**config.mk**
```make
export PLATFORM = sky130hd
export DESIGN_NAME = page_swap_seq
export DESIGN_NICKNAME = d
export VERILOG_FILES = /design/src/rtl/page_swap_seq.sv
export SDC_FILE = /design/constraint.sdc
export NUM_CORES = 1
export LEC_CHECK = 0
export ABC_AREA = 0
export CAP_MARGIN = 20
export CORE_MARGIN = 2
export CORE_UTILIZATION = 34
export DETAILED_ROUTE_END_ITERATION = 8
export GPL_TIMING_DRIVEN = 1
export PLACE_DENSITY_LB_ADDON = 0.05
export RECOVER_POWER = 25
export SLEW_MARGIN = 0
export SYNTH_ARGS = -nofsm -noshare
export SYNTH_HDL_FRONTEND = slang
export SYNTH_SLANG_ARGS = --single-unit
export TNS_END_PERCENT = 20
```
**constraint.sdc**
```tcl
create_clock -name clk -period 3.6 [get_ports clk]
set_input_delay 1.08 -clock clk [delete_from_list [all_inputs] [get_ports clk]]
set_output_delay 1.08 -clock clk [all_outputs]
set_load 0.01 [all_outputs]
```
**src/rtl/page_swap_seq.sv**
```systemverilog
module page_swap_seq #(
  parameter int BANK_W = 2,
  parameter int PAGE_W = 6,
  parameter int ORIG_W = 8,
  parameter int NCORE  = 8,
  parameter int BLOCKS = 64
) (
  input  logic                     clk,
  input  logic                     rst_n,
  input  logic                     req_valid,
  input  logic [BANK_W-1:0]        req_bank_a,
  input  logic [PAGE_W-1:0]        req_page_a,
  input  logic [BANK_W-1:0]        req_bank_b,
  input  logic [PAGE_W-1:0]        req_page_b,
  input  logic [NCORE-1:0]         req_sharers_a,
  input  logic [NCORE-1:0]         req_sharers_b,
  output logic                     req_accept,
  output logic                     req_nack,
  output logic                     bank_busy,
  output logic [BANK_W-1:0]        sw_bank_a,
  output logic [PAGE_W-1:0]        sw_page_a,
  output logic [BANK_W-1:0]        sw_bank_b,
  output logic [PAGE_W-1:0]        sw_page_b,
  output logic                     inv_rd_en,
  input  logic [ORIG_W-1:0]        inv_rd_data_a,
  input  logic [ORIG_W-1:0]        inv_rd_data_b,
  output logic                     inv_wr_en,
  output logic [ORIG_W-1:0]        inv_wr_data_a,
  output logic [ORIG_W-1:0]        inv_wr_data_b,
  output logic                     fwd_wr_en,
  output logic [ORIG_W-1:0]        fwd_wr_orig_a,
  output logic [BANK_W+PAGE_W-1:0] fwd_wr_ca_a,
  output logic [ORIG_W-1:0]        fwd_wr_orig_b,
  output logic [BANK_W+PAGE_W-1:0] fwd_wr_ca_b,
  output logic                     upd_valid,
  input  logic                     upd_ready,
  output logic [NCORE-1:0]         upd_mask,
  output logic [ORIG_W-1:0]        upd_orig_a,
  output logic [BANK_W+PAGE_W-1:0] upd_ca_a,
  output logic [ORIG_W-1:0]        upd_orig_b,
  output logic [BANK_W+PAGE_W-1:0] upd_ca_b,
  input  logic                     ack_valid,
  output logic                     xfer_valid,
  input  logic                     xfer_ready,
  output logic [$clog2(BLOCKS)-1:0] xfer_idx,
  output logic                     swap_done
);
  localparam int IDX_W = $clog2(BLOCKS);
  localparam int CNT_W = $clog2(NCORE + 1);
  localparam logic [IDX_W-1:0] LAST_IDX = IDX_W'(BLOCKS - 1);

  typedef enum logic [2:0] {
    S_IDLE, S_INV_RD, S_INV_WR, S_FWD_WR, S_NOTIFY, S_ACKS, S_XFER, S_FIN
  } state_t;

  state_t            state;
  logic [NCORE-1:0]  mask_q;
  logic [ORIG_W-1:0] orig_a_q, orig_b_q;
  logic [CNT_W-1:0]  acks_left, mask_pop;
  logic [IDX_W-1:0]  idx_q;

  always_comb begin
    mask_pop = '0;
    for (int i = 0; i < NCORE; i++) mask_pop = mask_pop + CNT_W'(mask_q[i]);
  end

  assign req_accept = req_valid && state == S_IDLE;
  assign req_nack   = req_valid && state != S_IDLE;
  assign bank_busy  = state != S_IDLE && state != S_FIN;
  assign swap_done  = state == S_FIN;

  assign inv_rd_en     = state == S_INV_RD;
  assign inv_wr_en     = state == S_INV_WR;
  assign inv_wr_data_a = inv_rd_data_b;
  assign inv_wr_data_b = inv_rd_data_a;

  assign fwd_wr_en     = state == S_FWD_WR;
  assign fwd_wr_orig_a = orig_a_q;
  assign fwd_wr_ca_a   = {sw_bank_b, sw_page_b};
  assign fwd_wr_orig_b = orig_b_q;
  assign fwd_wr_ca_b   = {sw_bank_a, sw_page_a};

  assign upd_valid  = state == S_NOTIFY;
  assign upd_mask   = mask_q;
  assign upd_orig_a = orig_a_q;
  assign upd_ca_a   = fwd_wr_ca_a;
  assign upd_orig_b = orig_b_q;
  assign upd_ca_b   = fwd_wr_ca_b;

  assign xfer_valid = state == S_XFER;
  assign xfer_idx   = idx_q;

  always_ff @(posedge clk) begin
    if (!rst_n) begin
      state     <= S_IDLE;
      sw_bank_a <= '0;
      sw_page_a <= '0;
      sw_bank_b <= '0;
      sw_page_b <= '0;
      mask_q    <= '0;
      orig_a_q  <= '0;
      orig_b_q  <= '0;
      acks_left <= '0;
      idx_q     <= '0;
    end else begin
      case (state)
        S_IDLE: if (req_valid) begin
          sw_bank_a <= req_bank_a;
          sw_page_a <= req_page_a;
          sw_bank_b <= req_bank_b;
          sw_page_b <= req_page_b;
          mask_q    <= req_sharers_a | req_sharers_b;
          idx_q     <= '0;
          state     <= S_INV_RD;
        end
        S_INV_RD: state <= S_INV_WR;
        S_INV_WR: begin
          orig_a_q <= inv_rd_data_a;
          orig_b_q <= inv_rd_data_b;
          state    <= S_FWD_WR;
        end
        S_FWD_WR: state <= S_NOTIFY;
        S_NOTIFY: if (upd_ready) begin
          acks_left <= mask_pop;
          state     <= (mask_pop == '0) ? S_XFER : S_ACKS;
        end
        S_ACKS: if (ack_valid) begin
          acks_left <= acks_left - 1'b1;
          if (acks_left == CNT_W'(1)) state <= S_XFER;
        end
        S_XFER: if (xfer_ready) begin
          idx_q <= idx_q + 1'b1;
          if (idx_q == LAST_IDX) state <= S_FIN;
        end
        default: state <= S_IDLE;
      endcase
    end
  end
endmodule

```
* Yosys cells after proc, flatten, opt, wreduce, memory -nomap -nowiden *
Cells that the tools add are included.
W data, S select, Z words.

operators by class
  bitwise gates (word level) = 1
  reduce and logical (&&, ||, !) cells = 12
  eq/ne operators = 16
  muxes and demuxes = 14
  $add $sub $neg = 9

operators with widths
  operator               number
  $pmux W3 S7            1
  $mux W3                6
  $add A4 B1 Y4          4
  $eq A3 B3 Y1 const B   4
  $mux W6                2
  $pmux W6 S2            1
  $mux W4                2
  $or A8 B8 Y8           1
  $pmux W4 S2            1
  $add A6 B1 Y6 const B  1
  $eq A3 B2 Y1 const B   2
  $eq A6 B6 Y1 const B   1
  $ne A2 B1 Y1 const B   3
  $ne A2 B2 Y1 const B   3
  $reduce_and A3 Y1      2
  $reduce_and A6 Y1      1
  $add A3 B1 Y4          1
  $eq A4 B1 Y1 const B   1
  $logic_not A4 Y1       1
  $reduce_bool A2 Y1     2
  $sub A4 B1 Y4 const B  1
  $add A2 B1 Y3          1
  $eq A3 B1 Y1 const B   1
  $logic_and A1 B1 Y1    3
  other kinds (6)        6

storage, ports and cells
  output and inout bits = 119
  word-level logic and storage cells = 62
  input port bits = 54
  register bits = 53

* Depth between registers and ports, before layout *
  depth after elaboration = 11
  depth in mapped cells = 12
  mapped depth without buffers = 12

* Worst setup path after synthesis *
Ideal clock, no wire load.

  path type = reg2reg
  start = reg mask_q[0], in the netlist upd_mask[0]
  end = reg state[0]
  cell stages (with the launch flop) = 12
  path buffers = 0
  setup slack = 219 ps
  arrival = 3,259 ps
  clock period less this slack = 3,381 ps
  library setup time = 122 ps
  required time = 3,478 ps
  cell sequence = dfxtp_1 > fa_1 > inv_1 > fa_1 > fa_1 > inv_1 > ha_1 > inv_1 > fa_1 > xnor2_1 > a2111o_1 > o311a_1

between the ends
  cells in the longest elaborated chain, start to end = 11

RTL lines
  element                     RTL line  source
  from (decl)                 57        logic [NCORE-1:0] mask_q;
  from (signal assigned)      112       mask_q <= req_sharers_a | req_sharers_b;
  $add A1 B1 Y2               64        for (int i = 0; i < NCORE; i++) mask_pop = mask_pop + CNT_W'(mask_q[i]);
  $add A2 B1 Y3               64
  $add A3 B1 Y4               64
  $add A4 B1 Y4 (4 in a row)  64
  $logic_not A4 Y1            125       state <= (mask_pop == '0) ? S_XFER : S_ACKS;
  $mux W2                     125
  $mux W3                     123       S_NOTIFY: if (upd_ready) begin
  $pmux W3 S7                 106       case (state)
  to (signal assigned)        125
  to (decl)                   56        state_t state;

Every way passes these cells. The select of a mux whose other input is x is not followed.
A chain may end at the register's enable or synchronous reset.

* Worst setup path in the final report *
Ends and elaborated chain as after synthesis.

==> impl_metrics.json <==
{
  "seq_area_um2": 1060,
  "grt_usage_pct": 16.5,
  "start_util_pct": 34.6,
  "tightest_slew_ps": 1260,
  "clk_latency_ps": 300,
  "area_delta_synth_final_pct": 50.3,
  "portBuffers": 172,
  "netlist_instances": 350,
  "die_width_um": 95.0,
  "clk_pin_slew_ps": 90,
  "layout_min_cycle_time_ps": 3460,
  "place_congestion": 0.797,
  "slowest_delay_ps": 530,
  "drc_errors": 0,
  "postCtsHoldBufs": 0,
  "crit_path_start": "upd_mask[0]$_SDFFE_PN0P_",
  "vias": 2570,
  "startpoint_type": "flip-flop",
  "clockBufferDepth": 2,
  "slowest_stage": "fa_1",
  "critical_path_required_ps": 3790,
  "criticalPathCategory": "reg -> reg",
  "fin_crit_sh_pct": 96.2,
  "hp-start": "fwd_wr_orig_a[1]$_SDFFE_PN0P_",
  "syn_avg_cell_area_um2": 8.04,
  "worst-r2r-setup-slack_ps": 140,
  "drive_above_1_share_pct": 4.39,
  "placed_cell_area_um2": 4140,
  "clock_sinks": 53,
  "synth.area.top_cells": "dfxtp_1 38%, buf_4 17%, nand2_1 9.9%, a21oi_1 6.2%, nor3_1 3.0%",
  "cp_common_cell": "fa_1",
  "power.density_nw_per_um2": 391,
  "critical_path.max_fanout": 3,
  "synth_top_area_share_pct": 37.7,
  "grt_first_pass_wirelength_um": 11700,
  "max_cap_viol_count": 0,
  "multi_input_area_um2": 1140,
  "final_cell_area_um2": 4230,
  "syn_nets": 414,
  "cts_tree": "yes",
  "wl_per_cell_um": 13.6,
  "max_freq_mhz": 289,
  "stdcell_count": 561,
  "async_reset_ff_share_pct": 0,
  "hpwl_um": 5890,
  "path_buf_inv": 3,
  "ant_nets": 0,
  "synth_edf_count": 0,
  "cp_cell_sequence": "fa_1 > inv_1 > fa_1 > fa_1 > inv_1 > ha_2 > inv_2 > fa_2 > nand2_1 > a2111o_1 > o311a_1",
  "cts_buffers": 5,
  "synth_top_cell_by_area": "dfxtp_1",
  "leakage_nw": 1.57,
  "dp.cells": 553,
  "post-cts-setup-buffer-count": 0,
  "finalPower_mw": 1.65,
  "min_path_type": "reg -> reg",
  "via_per_inst": 4.58,
  "core_um2": 8130,
  "ys_seq_area_share_pct": 37.7,
  "netlist_top_cells_count": "74 x nand2_1, 65 x buf_4, 53 x dfxtp_1",
  "grt_pass1_vias": 2395,
  "n_antenna_cell": 0,
  "ys_warn_count": 0,
  "worst_path_dominant_cell_family": "adder cells",
  "yosysMostFrequentCell": "nand2_1",
  "holdWs_ps": 468,
  "grt.overflow.total": 0,
  "grt_max_degree": 30,
  "finalNetCount": 519,
  "ir_drop_mv": 0.167,
  "status": "finished, final reports clean",
  "finalHoldViolCount": 0,
  "ys_ff_latch": 53,
  "r2r-start": "upd_mask[0]$_SDFFE_PN0P_",
  "synthFlopType": "dfxtp_1",
  "netlist-cell-type-count": 47,
  "antenna_found_initial": 0,
  "fill_cells": 795,
  "setup_violations": 0,
  "rsz0062_at_grt": "yes",
  "fin_skew_ps": 3.02,
  "die_h_um": 95.0,
  "rows": 33,
  "cts_root_buffer": "clkbuf_8",
  "io_pins": 173,
  "end_kind": "flip-flop",
  "die_area_um2": 9020,
  "maxSlewHeadroom_pct": 16.1,
  "routed_wl_um": 7610,
  "cts_htree_levels": 2,
  "cp.arrival_ps": 3660,
  "dr.first_iter.drc_count": 44,
  "slew_viol_final": 0,
  "synth_area_um2": 2820,
  "dr.pass1.iters": 4
}
[kinds of logic (layout without fill, tap and decap cells)]
group	count (synthesis)	in the layout	share of synthesized area, %
flip-flops	53	53	37.7
AO/OA/AOI/OAI	57	57	12.3
multiplexers	4	4	1.42
AND/OR/NAND/NOR	125	125	19.3
adder cells (fa/ha/maj)	10	10	5.51
XOR/XNOR	5	5	1.56
buffers and inverters	96	202	22.3
[layout make-up]
| cell class | instances | area share, % |
|---|---|---|
| Clock buffer | 7 | 1.80 |
| Clock inverter | 1 | 0.177 |
| Inverter | 17 | 1.54 |
| Multi-Input combinational cell | 201 | 26.9 |
| Sequential cell | 53 | 25.1 |
| Tap cell | 105 | 3.11 |
| Timing Repair Buffer | 177 | 41.4 |
[flip-flops by register name, indices dropped and copies added, names as in the netlist]
| name | cells |
|---|---|
| acks_left | 4 |
| fwd_wr_orig_a | 8 |
| fwd_wr_orig_b | 8 |
| state | 3 |
| sw_bank_a | 2 |
| sw_bank_b | 2 |
| sw_page_a | 6 |
| sw_page_b | 6 |
| upd_mask | 8 |
| xfer_idx | 6 |
[layer usage]
metal / wire, um / global-route usage, %
met5: 0 / 0
met4: 75 / 4.11
met3: 549 / 4.15
met2: 3730 / 28.1
met1: 3250 / 21.0
[repair_timing]
item,CTS,global route
endpoints found under the setup margin,0,3
gates resized for setup,0,6
endpoints found under the hold margin,0,0
[power by group]
| part | leakage, nW | switching (mW) | internal [mW] |
|---|---|---|---|
| sequential | 0.433 | 0.0507 | 0.636 |
| clock | 0.0385 | 0.193 | 0.138 |
| combinational | 1.10 | 0.293 | 0.343 |
[layout by cell type, fill, tap and decap left out, types with 3 or more instances in the layout]
cell and n:
clkdlybuf4s50_1 160, nor3_1 16, ha_1 5, a211oi_1 4
xor2_1 3, inv_1 13, dlygate4sd3_1 11, a21oi_1 35
nand2_1 74, inv_2 3, mux2i_1 4, fa_1 3
clkbuf_1 5, dfxtp_1 52, clkbuf_8 5, nor2_1 19
[per-stage QoR]
step	setup WS, ps	TNS [ps]	utilization [%]
after floorplan	219	0	-
after detailed placement	35.2	0	50.9
after global placement	21.6	0	50.9
after CTS	29.0	0	52.0
after global routing	-10.8	-10.8	52.0
final	136	0	52.0
[worst register-to-register path: cells and delay by family (launching register included)]
| family | cells | cell delay (ps) |
|---|---|---|
| fa+ha+maj | 5 | 2150 |
| compound gates | 2 | 650 |
| flops | 1 | 350 |
| buf+inv | 3 | 160 |
| simple gates | 1 | 50 |
[path summary, 6_finish.rpt]
path | to | cells after the start
max | state[0]$_SDFFE_PN0P_ | 11
max reg2reg | state[0]$_SDFFE_PN0P_ | 11
min | fwd_wr_orig_a[1]$_SDFFE_PN0P_ | 2
min reg2reg | fwd_wr_orig_a[1]$_SDFFE_PN0P_ | 2
Power figures use the tool's default switching activity.
